$ cat config.mk
export PLATFORM = sky130hd
export DESIGN_NAME = i2c_port_target
export DESIGN_NICKNAME = d
export VERILOG_FILES = /design/src/rtl/i2ct_pkg.sv /design/src/rtl/i2ct_line_filter.sv /design/src/rtl/i2ct_bus_events.sv /design/src/rtl/i2ct_target_fsm.sv /design/src/rtl/i2ct_reg_bank.sv /design/src/rtl/i2c_port_target.sv
export SDC_FILE = /design/constraint.sdc
export NUM_CORES = 1
export LEC_CHECK = 0
export ABC_CLOCK_PERIOD_IN_PS = 5900
export BUFFER_PORTS_ARGS = -buffer_cell sky130_fd_sc_hd__buf_2
export CAP_MARGIN = 20
export CORE_AREA = 5 5 84 86
export DETAILED_ROUTE_END_ITERATION = 8
export DIE_AREA = 0 0 89 91
export PLACE_DENSITY = 0.83
export SLEW_MARGIN = 20
export SYNTH_ARGS = -nofsm -noshare
export SYNTH_HDL_FRONTEND = slang
export SYNTH_SLANG_ARGS = --single-unit
$ cat constraint.sdc
create_clock -name clk -period 5.9 [get_ports clk]
set_clock_uncertainty 0.15 [all_clocks]
set_input_delay 0.295 -clock clk [delete_from_list [all_inputs] [get_ports clk]]
set_output_delay 0.295 -clock clk [all_outputs]
set_load 0.05 [all_outputs]
$ cat src/rtl/i2ct_pkg.sv
package i2ct_pkg;
  localparam int unsigned ADDR_W  = 7;
  localparam int unsigned STRAP_W = 3;
  localparam int unsigned FIX_W   = ADDR_W - STRAP_W;
  localparam int unsigned DATA_W  = 8;
  localparam int unsigned PTR_W   = 2;

  localparam logic [PTR_W-1:0] SEL_INPUT  = 2'd0;
  localparam logic [PTR_W-1:0] SEL_OUTPUT = 2'd1;
  localparam logic [PTR_W-1:0] SEL_POLAR  = 2'd2;
  localparam logic [PTR_W-1:0] SEL_DIR    = 2'd3;

  typedef enum logic [2:0] {
    ST_IDLE, ST_ADDR, ST_ADDR_ACK, ST_WR, ST_WR_ACK, ST_RD, ST_RD_ACK
  } tgt_state_e;
endpackage

$ cat src/rtl/i2ct_line_filter.sv
module i2ct_line_filter #(
  parameter int unsigned FILT_CYC = 5
) (
  input  logic clk,
  input  logic rst_n,
  input  logic line_i,
  output logic line_o
);
  localparam int unsigned CW = (FILT_CYC > 1) ? $clog2(FILT_CYC) : 1;

  logic          sync1_q, sync2_q, filt_q, filt_d;
  logic [CW-1:0] cnt_q, cnt_d;

  always_comb begin
    filt_d = filt_q;
    cnt_d  = cnt_q;
    if (sync2_q == filt_q) begin
      cnt_d = '0;
    end else if (cnt_q == CW'(FILT_CYC - 1)) begin
      filt_d = sync2_q;
      cnt_d  = '0;
    end else begin
      cnt_d = cnt_q + 1'b1;
    end
  end

  always_ff @(posedge clk or negedge rst_n) begin
    if (!rst_n) begin
      sync1_q <= 1'b1;
      sync2_q <= 1'b1;
      filt_q  <= 1'b1;
      cnt_q   <= '0;
    end else begin
      sync1_q <= line_i;
      sync2_q <= sync1_q;
      filt_q  <= filt_d;
      cnt_q   <= cnt_d;
    end
  end

  assign line_o = filt_q;

  // the filtered level only moves to a level the synchroniser was holding
  assert_filt_follow_R8: assert property (@(posedge clk) disable iff (!rst_n)
    (filt_q != $past(filt_q)) |-> ($past(sync2_q) == filt_q));
  // agreement between input and output keeps the output steady
  assert_filt_hold_R8: assert property (@(posedge clk) disable iff (!rst_n)
    (sync2_q == filt_q) |=> (filt_q == $past(filt_q)));
endmodule

$ cat src/rtl/i2ct_bus_events.sv
module i2ct_bus_events (
  input  logic clk,
  input  logic rst_n,
  input  logic scl_f,
  input  logic sda_f,
  output logic scl_rise,
  output logic scl_fall,
  output logic start_det,
  output logic stop_det
);
  logic scl_q, sda_q;

  always_ff @(posedge clk or negedge rst_n) begin
    if (!rst_n) begin
      scl_q <= 1'b1;
      sda_q <= 1'b1;
    end else begin
      scl_q <= scl_f;
      sda_q <= sda_f;
    end
  end

  always_comb begin
    scl_rise  = scl_f & ~scl_q;
    scl_fall  = ~scl_f & scl_q;
    start_det = scl_f & scl_q & sda_q & ~sda_f;
    stop_det  = scl_f & scl_q & ~sda_q & sda_f;
  end
endmodule

$ cat src/rtl/i2ct_target_fsm.sv
module i2ct_target_fsm import i2ct_pkg::*; #(
  parameter logic [FIX_W-1:0] ADDR_FIXED = 4'b0100
) (
  input  logic               clk,
  input  logic               rst_n,
  input  logic               scl_f,
  input  logic               sda_f,
  input  logic               scl_rise,
  input  logic               scl_fall,
  input  logic               start_det,
  input  logic               stop_det,
  input  logic [STRAP_W-1:0] strap_i,
  input  logic [DATA_W-1:0]  rd_data_i,
  output logic               sda_pull_o,
  output logic               wr_stb_o,
  output logic [DATA_W-1:0]  wr_data_o,
  output logic               rd_stb_o,
  output logic [PTR_W-1:0]   ptr_o
);
  localparam logic [3:0] LAST_BIT = 4'(DATA_W);

  tgt_state_e        st_q, st_d;
  logic [3:0]        cnt_q, cnt_d;
  logic [DATA_W-1:0] sh_q, sh_d;
  logic [PTR_W-1:0]  ptr_q, ptr_d;
  logic              rw_q, rw_d, first_q, first_d, mack_q, mack_d;
  logic              oe_q, oe_d, wr_q, wr_d, rd_q, rd_d;
  logic              addr_hit;

  assign addr_hit = (sh_q[DATA_W-1:1] == {ADDR_FIXED, strap_i});

  always_comb begin
    st_d = st_q;  cnt_d = cnt_q;  sh_d = sh_q;  ptr_d = ptr_q;
    rw_d = rw_q;  first_d = first_q;  mack_d = mack_q;  oe_d = oe_q;
    wr_d = 1'b0;  rd_d = 1'b0;
    if (start_det) begin
      st_d  = ST_ADDR;
      cnt_d = '0;
      oe_d  = 1'b0;
    end else if (stop_det) begin
      st_d = ST_IDLE;
      oe_d = 1'b0;
    end else begin
      unique case (st_q)
        ST_IDLE: ;
        ST_ADDR: begin
          if (scl_rise && cnt_q != LAST_BIT) begin
            sh_d  = {sh_q[DATA_W-2:0], sda_f};
            cnt_d = cnt_q + 4'd1;
          end else if (scl_fall && cnt_q == LAST_BIT) begin
            if (addr_hit) begin
              st_d = ST_ADDR_ACK;
              oe_d = 1'b1;
              rw_d = sh_q[0];
            end else begin
              st_d = ST_IDLE;
            end
          end
        end
        ST_ADDR_ACK: begin
          if (scl_fall) begin
            cnt_d = '0;
            if (rw_q) begin
              st_d = ST_RD;
              sh_d = rd_data_i;
              rd_d = 1'b1;
              oe_d = ~rd_data_i[DATA_W-1];
            end else begin
              st_d    = ST_WR;
              first_d = 1'b1;
              oe_d    = 1'b0;
            end
          end
        end
        ST_WR: begin
          if (scl_rise && cnt_q != LAST_BIT) begin
            sh_d  = {sh_q[DATA_W-2:0], sda_f};
            cnt_d = cnt_q + 4'd1;
          end else if (scl_fall && cnt_q == LAST_BIT) begin
            st_d = ST_WR_ACK;
            oe_d = 1'b1;
            if (first_q) begin
              ptr_d   = sh_q[PTR_W-1:0];
              first_d = 1'b0;
            end else begin
              wr_d = 1'b1;
            end
          end
        end
        ST_WR_ACK: begin
          if (scl_fall) begin
            st_d  = ST_WR;
            cnt_d = '0;
            oe_d  = 1'b0;
          end
        end
        ST_RD: begin
          if (scl_fall) begin
            if (cnt_q == LAST_BIT - 4'd1) begin
              st_d  = ST_RD_ACK;
              cnt_d = '0;
              oe_d  = 1'b0;
            end else begin
              sh_d  = {sh_q[DATA_W-2:0], 1'b0};
              cnt_d = cnt_q + 4'd1;
              oe_d  = ~sh_q[DATA_W-2];
            end
          end
        end
        ST_RD_ACK: begin
          if (scl_rise) begin
            mack_d = ~sda_f;
          end else if (scl_fall) begin
            if (mack_q) begin
              st_d = ST_RD;
              sh_d = rd_data_i;
              rd_d = 1'b1;
              oe_d = ~rd_data_i[DATA_W-1];
            end else begin
              st_d = ST_IDLE;
            end
          end
        end
        default: st_d = ST_IDLE;
      endcase
    end
  end

  always_ff @(posedge clk or negedge rst_n) begin
    if (!rst_n) begin
      st_q <= ST_IDLE;  cnt_q <= '0;  sh_q <= '0;  ptr_q <= SEL_INPUT;
      rw_q <= 1'b0;  first_q <= 1'b0;  mack_q <= 1'b0;
      oe_q <= 1'b0;  wr_q <= 1'b0;  rd_q <= 1'b0;
    end else begin
      st_q <= st_d;  cnt_q <= cnt_d;  sh_q <= sh_d;  ptr_q <= ptr_d;
      rw_q <= rw_d;  first_q <= first_d;  mack_q <= mack_d;
      oe_q <= oe_d;  wr_q <= wr_d;  rd_q <= rd_d;
    end
  end

  assign sda_pull_o = oe_q;
  assign wr_stb_o   = wr_q;
  assign wr_data_o  = sh_q;
  assign rd_stb_o   = rd_q;
  assign ptr_o      = ptr_q;

  // pulling SDA begins only while the clock line is low
  assert_pull_scl_low_R10: assert property (@(posedge clk) disable iff (!rst_n)
    (oe_q && !$past(oe_q)) |-> !scl_f);
  // a STOP leaves the target idle with SDA free
  assert_stop_release_R7: assert property (@(posedge clk) disable iff (!rst_n)
    stop_det |=> (st_q == ST_IDLE && !oe_q));
  // a START always restarts address reception from bit zero
  assert_start_restart_R6: assert property (@(posedge clk) disable iff (!rst_n)
    start_det |=> (st_q == ST_ADDR && cnt_q == 4'd0));
  // the two strobes never coincide
  assert_strobe_excl_R9: assert property (@(posedge clk) disable iff (!rst_n)
    $onehot0({wr_q, rd_q}));
  // a write strobe lasts one cycle
  assert_wr_single_R9: assert property (@(posedge clk) disable iff (!rst_n)
    wr_q |=> !wr_q);
endmodule

$ cat src/rtl/i2ct_reg_bank.sv
module i2ct_reg_bank import i2ct_pkg::*; (
  input  logic              clk,
  input  logic              rst_n,
  input  logic              wr_stb_i,
  input  logic [DATA_W-1:0] wr_data_i,
  input  logic [PTR_W-1:0]  sel_i,
  input  logic [DATA_W-1:0] pins_i,
  output logic [DATA_W-1:0] rd_data_o,
  output logic [DATA_W-1:0] drive_o,
  output logic [DATA_W-1:0] dir_in_o
);
  logic [DATA_W-1:0] out_q, pol_q, dir_q, pin1_q, pin2_q;
  logic              out_en, pol_en, dir_en;

  always_comb begin
    out_en = wr_stb_i && (sel_i == SEL_OUTPUT);
    pol_en = wr_stb_i && (sel_i == SEL_POLAR);
    dir_en = wr_stb_i && (sel_i == SEL_DIR);
    unique case (sel_i)
      SEL_OUTPUT: rd_data_o = out_q;
      SEL_POLAR:  rd_data_o = pol_q;
      SEL_DIR:    rd_data_o = dir_q;
      default:    rd_data_o = pin2_q ^ pol_q;
    endcase
  end

  always_ff @(posedge clk or negedge rst_n) begin
    if (!rst_n) begin
      out_q  <= '1;
      pol_q  <= '0;
      dir_q  <= '1;
      pin1_q <= '0;
      pin2_q <= '0;
    end else begin
      pin1_q <= pins_i;
      pin2_q <= pin1_q;
      if (out_en) out_q <= wr_data_i;
      if (pol_en) pol_q <= wr_data_i;
      if (dir_en) dir_q <= wr_data_i;
    end
  end

  assign drive_o  = out_q;
  assign dir_in_o = dir_q;

  // a write aimed at the input view leaves every register as it was
  assert_input_ro_R5: assert property (@(posedge clk) disable iff (!rst_n)
    (wr_stb_i && sel_i == SEL_INPUT) |=>
      (out_q == $past(out_q) && pol_q == $past(pol_q) && dir_q == $past(dir_q)));
endmodule

$ cat src/rtl/i2c_port_target.sv
module i2c_port_target import i2ct_pkg::*; #(
  parameter int unsigned      FILT_CYC   = 5,
  parameter logic [FIX_W-1:0] ADDR_FIXED = 4'b0100
) (
  input  logic               clk,
  input  logic               rst_n,
  input  logic               scl_i,
  input  logic               sda_i,
  output logic               sda_pull_o,
  input  logic [STRAP_W-1:0] strap_i,
  input  logic [DATA_W-1:0]  pins_i,
  output logic [DATA_W-1:0]  drive_o,
  output logic [DATA_W-1:0]  dir_in_o,
  output logic               wr_pulse_o,
  output logic               rd_pulse_o
);
  localparam int unsigned N_LINES = 2;

  logic                rst_a_q, rst_s_q;
  logic [N_LINES-1:0]  raw, filt;
  logic                scl_rise, scl_fall, start_det, stop_det;
  logic [DATA_W-1:0]   wr_data, rd_data;
  logic [PTR_W-1:0]    ptr;

  always_ff @(posedge clk or negedge rst_n) begin
    if (!rst_n) begin
      rst_a_q <= 1'b0;
      rst_s_q <= 1'b0;
    end else begin
      rst_a_q <= 1'b1;
      rst_s_q <= rst_a_q;
    end
  end

  assign raw = {sda_i, scl_i};

  for (genvar g = 0; g < N_LINES; g++) begin : g_line
    i2ct_line_filter #(.FILT_CYC(FILT_CYC)) u_filt (
      .clk(clk), .rst_n(rst_s_q), .line_i(raw[g]), .line_o(filt[g])
    );
  end

  i2ct_bus_events u_evt (
    .clk(clk), .rst_n(rst_s_q), .scl_f(filt[0]), .sda_f(filt[1]),
    .scl_rise(scl_rise), .scl_fall(scl_fall),
    .start_det(start_det), .stop_det(stop_det)
  );

  i2ct_target_fsm #(.ADDR_FIXED(ADDR_FIXED)) u_fsm (
    .clk(clk), .rst_n(rst_s_q), .scl_f(filt[0]), .sda_f(filt[1]),
    .scl_rise(scl_rise), .scl_fall(scl_fall),
    .start_det(start_det), .stop_det(stop_det),
    .strap_i(strap_i), .rd_data_i(rd_data), .sda_pull_o(sda_pull_o),
    .wr_stb_o(wr_pulse_o), .wr_data_o(wr_data), .rd_stb_o(rd_pulse_o),
    .ptr_o(ptr)
  );

  i2ct_reg_bank u_bank (
    .clk(clk), .rst_n(rst_s_q), .wr_stb_i(wr_pulse_o), .wr_data_i(wr_data),
    .sel_i(ptr), .pins_i(pins_i), .rd_data_o(rd_data),
    .drive_o(drive_o), .dir_in_o(dir_in_o)
  );
endmodule

Yosys cells after proc, flatten, opt, wreduce, memory -nomap -nowiden
Cells that the tools add are included.
{"block": "totals", "ff_bits": 79, "out_inout_bits": 19}
{"block": "op_classes", "add_sub_neg": 3, "eq_ne": 45, "n_mux": 72, "n_reduce_logical": 22, "bitwise_logic": 19}
{"cell": "8-bit 2-to-1 mux", "n": 8}
{"cell": "3-bit 2-to-1 mux", "n": 18}
{"cell": "4-bit by 3-bit inequality test with 1-bit output, second input constant", "n": 9}
{"cell": "1-bit 2-to-1 mux", "n": 32}
{"cell": "8-bit case mux with 4 select lines", "n": 1}
{"cell": "4-bit 2-to-1 mux", "n": 6}
{"cell": "8-bit case mux with 3 select lines", "n": 1}
{"cell": "11-bit AND reduction", "n": 2}
{"cell": "3-bit case mux with 7 select lines", "n": 1}
{"cell": "4-bit inequality test, second input constant", "n": 4}
{"cell": "3-bit equality test, second input constant", "n": 5}
{"cell": "2-bit by 1-bit inequality test with 1-bit output, second input constant", "n": 7}
{"cell": "4-bit case mux with 3 select lines", "n": 1}
{"cell": "12-bit AND reduction", "n": 1}
{"cell": "6-bit AND reduction", "n": 2}
{"cell": "1-bit NOT", "n": 11}
{"cell": "2-bit inequality test, second input constant", "n": 5}
{"cell": "4-bit nonzero test", "n": 2}
{"cell": "8-bit nonzero test", "n": 1}
{"cell": "8-bit XOR", "n": 1}
{"cell": "1-bit AND", "n": 7}
{"cell": "7-bit by 6-bit equality test with 1-bit output", "n": 1}
{"cell": "7-bit AND reduction", "n": 1}
{"cell": "3-bit by 1-bit adder with 3-bit output, second input constant", "n": 2}
{"cell": "other kinds (21)", "n": 32}

Depth between registers and ports, before layout
{"block": "logic_depth", "ltp_word": 9, "mapped_depth": 8}

Modules after synthesis
From an unflattened synthesis, not the netlist that was laid out.
{"block": "unflattened", "cells_unflattened": 319, "hier_area_um2": 3796.1}
{"module": "i2ct_reg_bank", "instances": 1, "area_per_inst_um2": 1701.6, "cells_each": 121, "seq_area_each_um2": 1021.0}
{"module": "i2ct_target_fsm", "instances": 1, "area_per_inst_um2": 1462.7, "cells_each": 153, "seq_area_each_um2": 575.6}
{"module": "i2ct_line_filter", "instances": 2, "area_per_inst_um2": 246.5, "cells_each": 18, "seq_area_each_um2": 153.9}
{"module": "i2ct_bus_events", "instances": 1, "area_per_inst_um2": 85.1, "cells_each": 6, "seq_area_each_um2": 52.6}
{"module": "i2c_port_target", "instances": 1, "area_per_inst_um2": 53.8, "cells_each": 3, "seq_area_each_um2": 50.0}

Worst setup path after synthesis
Ideal clock, no wire load.
{"block": "synth_timing", "path_kind": "register to register", "from": "register g_line[0].u_filt.filt_q", "to": "register u_fsm.sh_q[0] (netlist: u_fsm.wr_data_o[0])", "arrival_ns": 1.700, "synth_period_minus_slack_ns": 1.975, "path_stages_with_launch": 8, "setup_slack_ns": 3.925, "setup_time_ns": 0.125, "cell_sequence": "dfstp_2 -> buf_4 -> and2b_1 -> nand3_1 -> a31oi_4 -> o21a_1 -> buf_6 -> mux2_4"}
{"block": "synth_between", "elab_chain_cells": 5, "word_cells_on_any_way": 17, "classes_between": "eq/ne (5); bitwise (10); reduce/logical (2)"}
{"element": "start, declared", "line": "i2ct_line_filter.sv:11", "source": "logic sync1_q, sync2_q, filt_q, filt_d;"}
{"element": "start signal, assigned", "line": "i2ct_line_filter.sv:36", "source": "filt_q <= filt_d;"}
{"element": "1-bit AND", "line": "i2ct_bus_events.sv:26, i2ct_bus_events.sv:27"}
{"element": "1-bit AND (on tied branches) (2 in series)", "line": "i2ct_bus_events.sv:27, i2ct_bus_events.sv:26"}
{"element": "1-bit NOT (no line)"}
{"element": "11-bit AND reduction (no line) *"}
{"element": "end signal, assigned", "line": "i2ct_target_fsm.sv:131", "source": "st_q <= ST_IDLE; cnt_q <= '0; sh_q <= '0; ptr_q <= SEL_INPUT;"}
{"element": "end signal, assigned", "line": "i2ct_target_fsm.sv:135", "source": "st_q <= st_d; cnt_q <= cnt_d; sh_q <= sh_d; ptr_q <= ptr_d;"}
{"element": "end, declared", "line": "i2ct_target_fsm.sv:24", "source": "logic [DATA_W-1:0] sh_q, sh_d;"}
Every way passes the cells marked *; elsewhere a longest branch is shown, timed or not.
A chain may end at the register's enable or synchronous reset.

Worst setup path in the final report
{"block": "layout_timing", "from": "register u_evt.scl_q", "to": "register u_fsm.sh_q[7] (netlist: u_fsm.wr_data_o[7])"}
{"block": "layout_between", "elab_chain_cells": 5, "word_cells_on_any_way": 17, "classes_between": "eq/ne (5); bitwise (10); reduce/logical (2)"}
{"element": "start, declared", "line": "i2ct_bus_events.sv:11", "source": "logic scl_q, sda_q;"}
{"element": "start signal, assigned", "line": "i2ct_bus_events.sv:18", "source": "scl_q <= scl_f;"}
{"element": "1-bit AND / 1-bit NOT (equally long branches)", "line": "i2ct_bus_events.sv:26, i2ct_bus_events.sv:27, i2ct_bus_events.sv:24"}
{"element": "1-bit AND (on tied branches)", "line": "i2ct_bus_events.sv:27, i2ct_bus_events.sv:24, i2ct_bus_events.sv:26"}
{"element": "1-bit AND, or another cell as far along", "line": "i2ct_bus_events.sv:27", "source": "stop_det = scl_f & scl_q & ~sda_q & sda_f;"}
{"element": "1-bit NOT (no line) / 2-bit by 1-bit inequality test with 1-bit output (equally long branches)"}
{"element": "11-bit AND reduction (no line) *"}
Marks and branches as above.

==> reports/qor.csv <==
metric;value;unit
cts_tree;built;
cts_max_level;3;
syn_nets;370;
antenna_left;0;
worstSetupEndpointType;flop;
critical_path.startpoint_type;flop;
nNetsFinal;407;
area_growth;12.7;%
cts_setup_buffers;0;
critPathKind;flop to flop;
port_buffers;33;
dr.pass1.iters;4;
fin_hold_ws;0.0932;ns
drv_cap;0;
cts_made_buffers;9;
grt_max_degree;53;
grt.total_usage;20.0;%
vdd_drop_max;0.275;mV
first_iter_violations;238;
min_period_over_period;42.0;%
clock_sinks;79;
num_antenna_cells;0;
wl_per_cell;16.0;µm
gp_congestion;0.932;
fin_area;0.00433;mm²
ys_seq_elements;79;
setup_viol;0;
grt_pass1_vias;2568;
num_rows;29;
hp-class;flop to async pin;
slew_viol_final;0;
grt_first_pass_wirelength;12500;µm
utilization;69.8;%
placedInstanceArea;0.00399;mm²
cp_slowest_cell;dfstp_2;
leakage;1.89;nW
hold_viol_final;0;
grt.overflow.total;0;
cp_cell_sequence;nor2b_1 -> o21ai_2 -> a31oi_4 -> o21a_1 -> mux2_4;
ctsHoldBuffers;11;
synth_cells;349;
dieArea;0.00810;mm²
synth-seq-area-share;52.3;%
yosysUniqueCellTypes;53;
fp.dieW;89;µm
cts_buffer_depth;2;
dp_hpwl;5260;µm
root_buffer;clkbuf_8;
worst-path-buf-inv;0;
cts_resized;0;
rsz0062_at_grt;false;
tightest_slew;0.790;ns
fin_tns_setup;0;ns
ys_warn_count;0;
start_util;61.9;%
max_freq;0.403;GHz
drive_gt1_share;26.6;%
place_inst;441;
syn_area_per_cell;11.0;µm²
synth_edf_count;0;
antenna_found_initial;0;
synthArstFlopShare;100;%
max_stage_delay;0.59;ns
crit_arrival;2.58;ns
vias;2675;
min_period;2.48;ns
stdcell_count;468;
crit_fanout;9;
r2r_setup_slack;3.42;ns
num_io_pins;34;
maxSlewHeadroom;47.3;%
cp_data_required_time;5.99;ns
drc;0;
core_area;0.00620;mm²
synthFlopType;dfrtp_1;
clk_latency;0.35;ns
cp_top_family;compound AO/OA/AOI/OAI gates;
cts.reportedPaths.clkPinSlew;0.09;ns
power.density;322;mW/mm²
dieHeight;91;µm
via_per_inst;5.72;
synthesis.area;0.00384;mm²
wirelength;7480;µm
status;finished, final reports clean;
==> per-stage QoR <==
step	setup WS (ns)	power, mW
6_report	3.42	1.39
5_1_grt	3.32	1.47
4_1_cts	3.42	1.41
3_5_place_dp	3.44	0.941
3_3_place_gp	3.47	0.923
2_1_floorplan	3.43	0.887
==> where the power goes <==
group	switching, mW	internal, mW	total [mW]	leakage (nW)
combinational	0.133	0.114	0.248	0.857
sequential	0.0780	0.613	0.691	0.921
clock	0.211	0.244	0.455	0.116
==> path summary, 6_finish.rpt <==
check / startpoint / endpoint / depth (start not counted)
setup reg to reg: u_evt.scl_q / u_fsm.wr_data_o[7] / 5
hold / removal: rst_s_q / u_bank.pin1_q[7] / 0
setup / recovery: u_evt.scl_q / u_fsm.wr_data_o[7] / 5
min in group clk: u_bank.pin1_q[0] / u_bank.pin2_q[0] / 0
max in group asynchronous: rst_s_q / u_fsm.sda_pull_o / 1
hold reg to reg: rst_s_q / u_bank.pin1_q[7] / 0
==> cells by family after synthesis <==
kind of cell               after synthesis  share of synthesized area (%)
buffers and inverters                   37                           4.82
and+or+nand+nor                         99                           13.7
muxes                                   34                           9.84
DFF                                     79                           52.3
adders and majority gates                6                           1.95
xor gates and xnor gates                14                           3.39
AOI/OAI and AO/OA                       79                           14.0
other                                    1                         0.0977
==> sequential cells by signal, summed over array words and instances, names as in the netlist, 2 cells and up <==
signal                 cells
u_bank.dir_in_o            8
u_bank.drive_o             8
u_bank.pin1_q              8
u_bank.pin2_q              8
u_bank.pol_q               8
u_fsm.wr_data_o            8
g_line.u_filt.cnt_q        6
u_fsm.cnt_q                4
u_fsm.st_q                 3
g_line.u_filt.line_o       2
g_line.u_filt.sync1_q      2
g_line.u_filt.sync2_q      2
u_fsm.ptr_o                2
==> layer usage <==
layer  vias to the layer above  share of wire (%)  GRT usage [%]  wire (µm)
li1                       1294                  -              -          -
met1                      1299                 48           29.5       3580
met2                        70                 45           28.7       3360
met3                        12                5.4           4.16        407
met4                         0                1.8           8.19        137
met5                         -                  0              0          0
==> layout by cell type (no fill, tap or decap), types with 2 or more instances in the layout <==
master,n
a21oi_1,9
dfstp_2,24
a31oi_1,2
a22o_1,2
a211oi_2,2
dfrtp_1,54
a22oi_1,2
inv_1,18
o21ai_0,29
mux2_2,21
nor3_1,4
a211oi_1,2
nor3b_1,4
xnor2_1,13
o211ai_1,7
o2bb2ai_1,2
bufinv_16,2
ha_1,6
o41ai_1,2
buf_2,33
inv_6,2
dlygate4sd3_1,11
nor2b_1,14
mux2_4,2
clkbuf_8,9
nand2b_1,7
and3b_1,2
a21boi_0,2
mux2i_1,10
nand3b_1,6
o22ai_1,3
a32o_1,5
nand2_1,36
and2_1,3
nor2_1,9
o31ai_1,3
nand3_1,7
==> Yosys cell counts, drive strengths merged (2+ instances only) <==
cell,n,area (µm²)
o211ai,7,52.6
a21oi,9,45.0
and2,3,18.8
dfstp,24,631
xnor2,13,114
nand2,36,135
mux2i,10,100
dfrtp,55,1380
ha,6,75.1
nor3b,4,30.0
a21boi,2,15.0
o41ai,2,17.5
a31oi,3,33.8
nand3b,6,45.0
a32o,5,50.1
o31ai,3,22.5
and3b,2,17.5
clkbuf,5,18.8
nand3,7,35.0
nand2b,7,43.8
nor3,5,30.0
a22oi,2,15.0
a22o,2,17.5
o21ai,31,159
nor2,9,33.8
o2bb2ai,2,17.5
a211oi,4,40.0
buf,14,98.8
o22ai,3,18.8
nor2b,14,87.6
inv,18,67.6
mux2,24,278
==> area by class of cell <==
cell class / count / area [µm²]
Clock buffer: 9 / 124
Clock inverter: 7 / 103
Fill cell: 452 / 1880
Inverter: 18 / 67.6
Multi-Input combinational cell: 233 / 1650
Sequential cell: 79 / 2010
Tap cell: 77 / 96.3
Timing Repair Buffer: 45 / 283
Power figures use the tool's default switching activity.
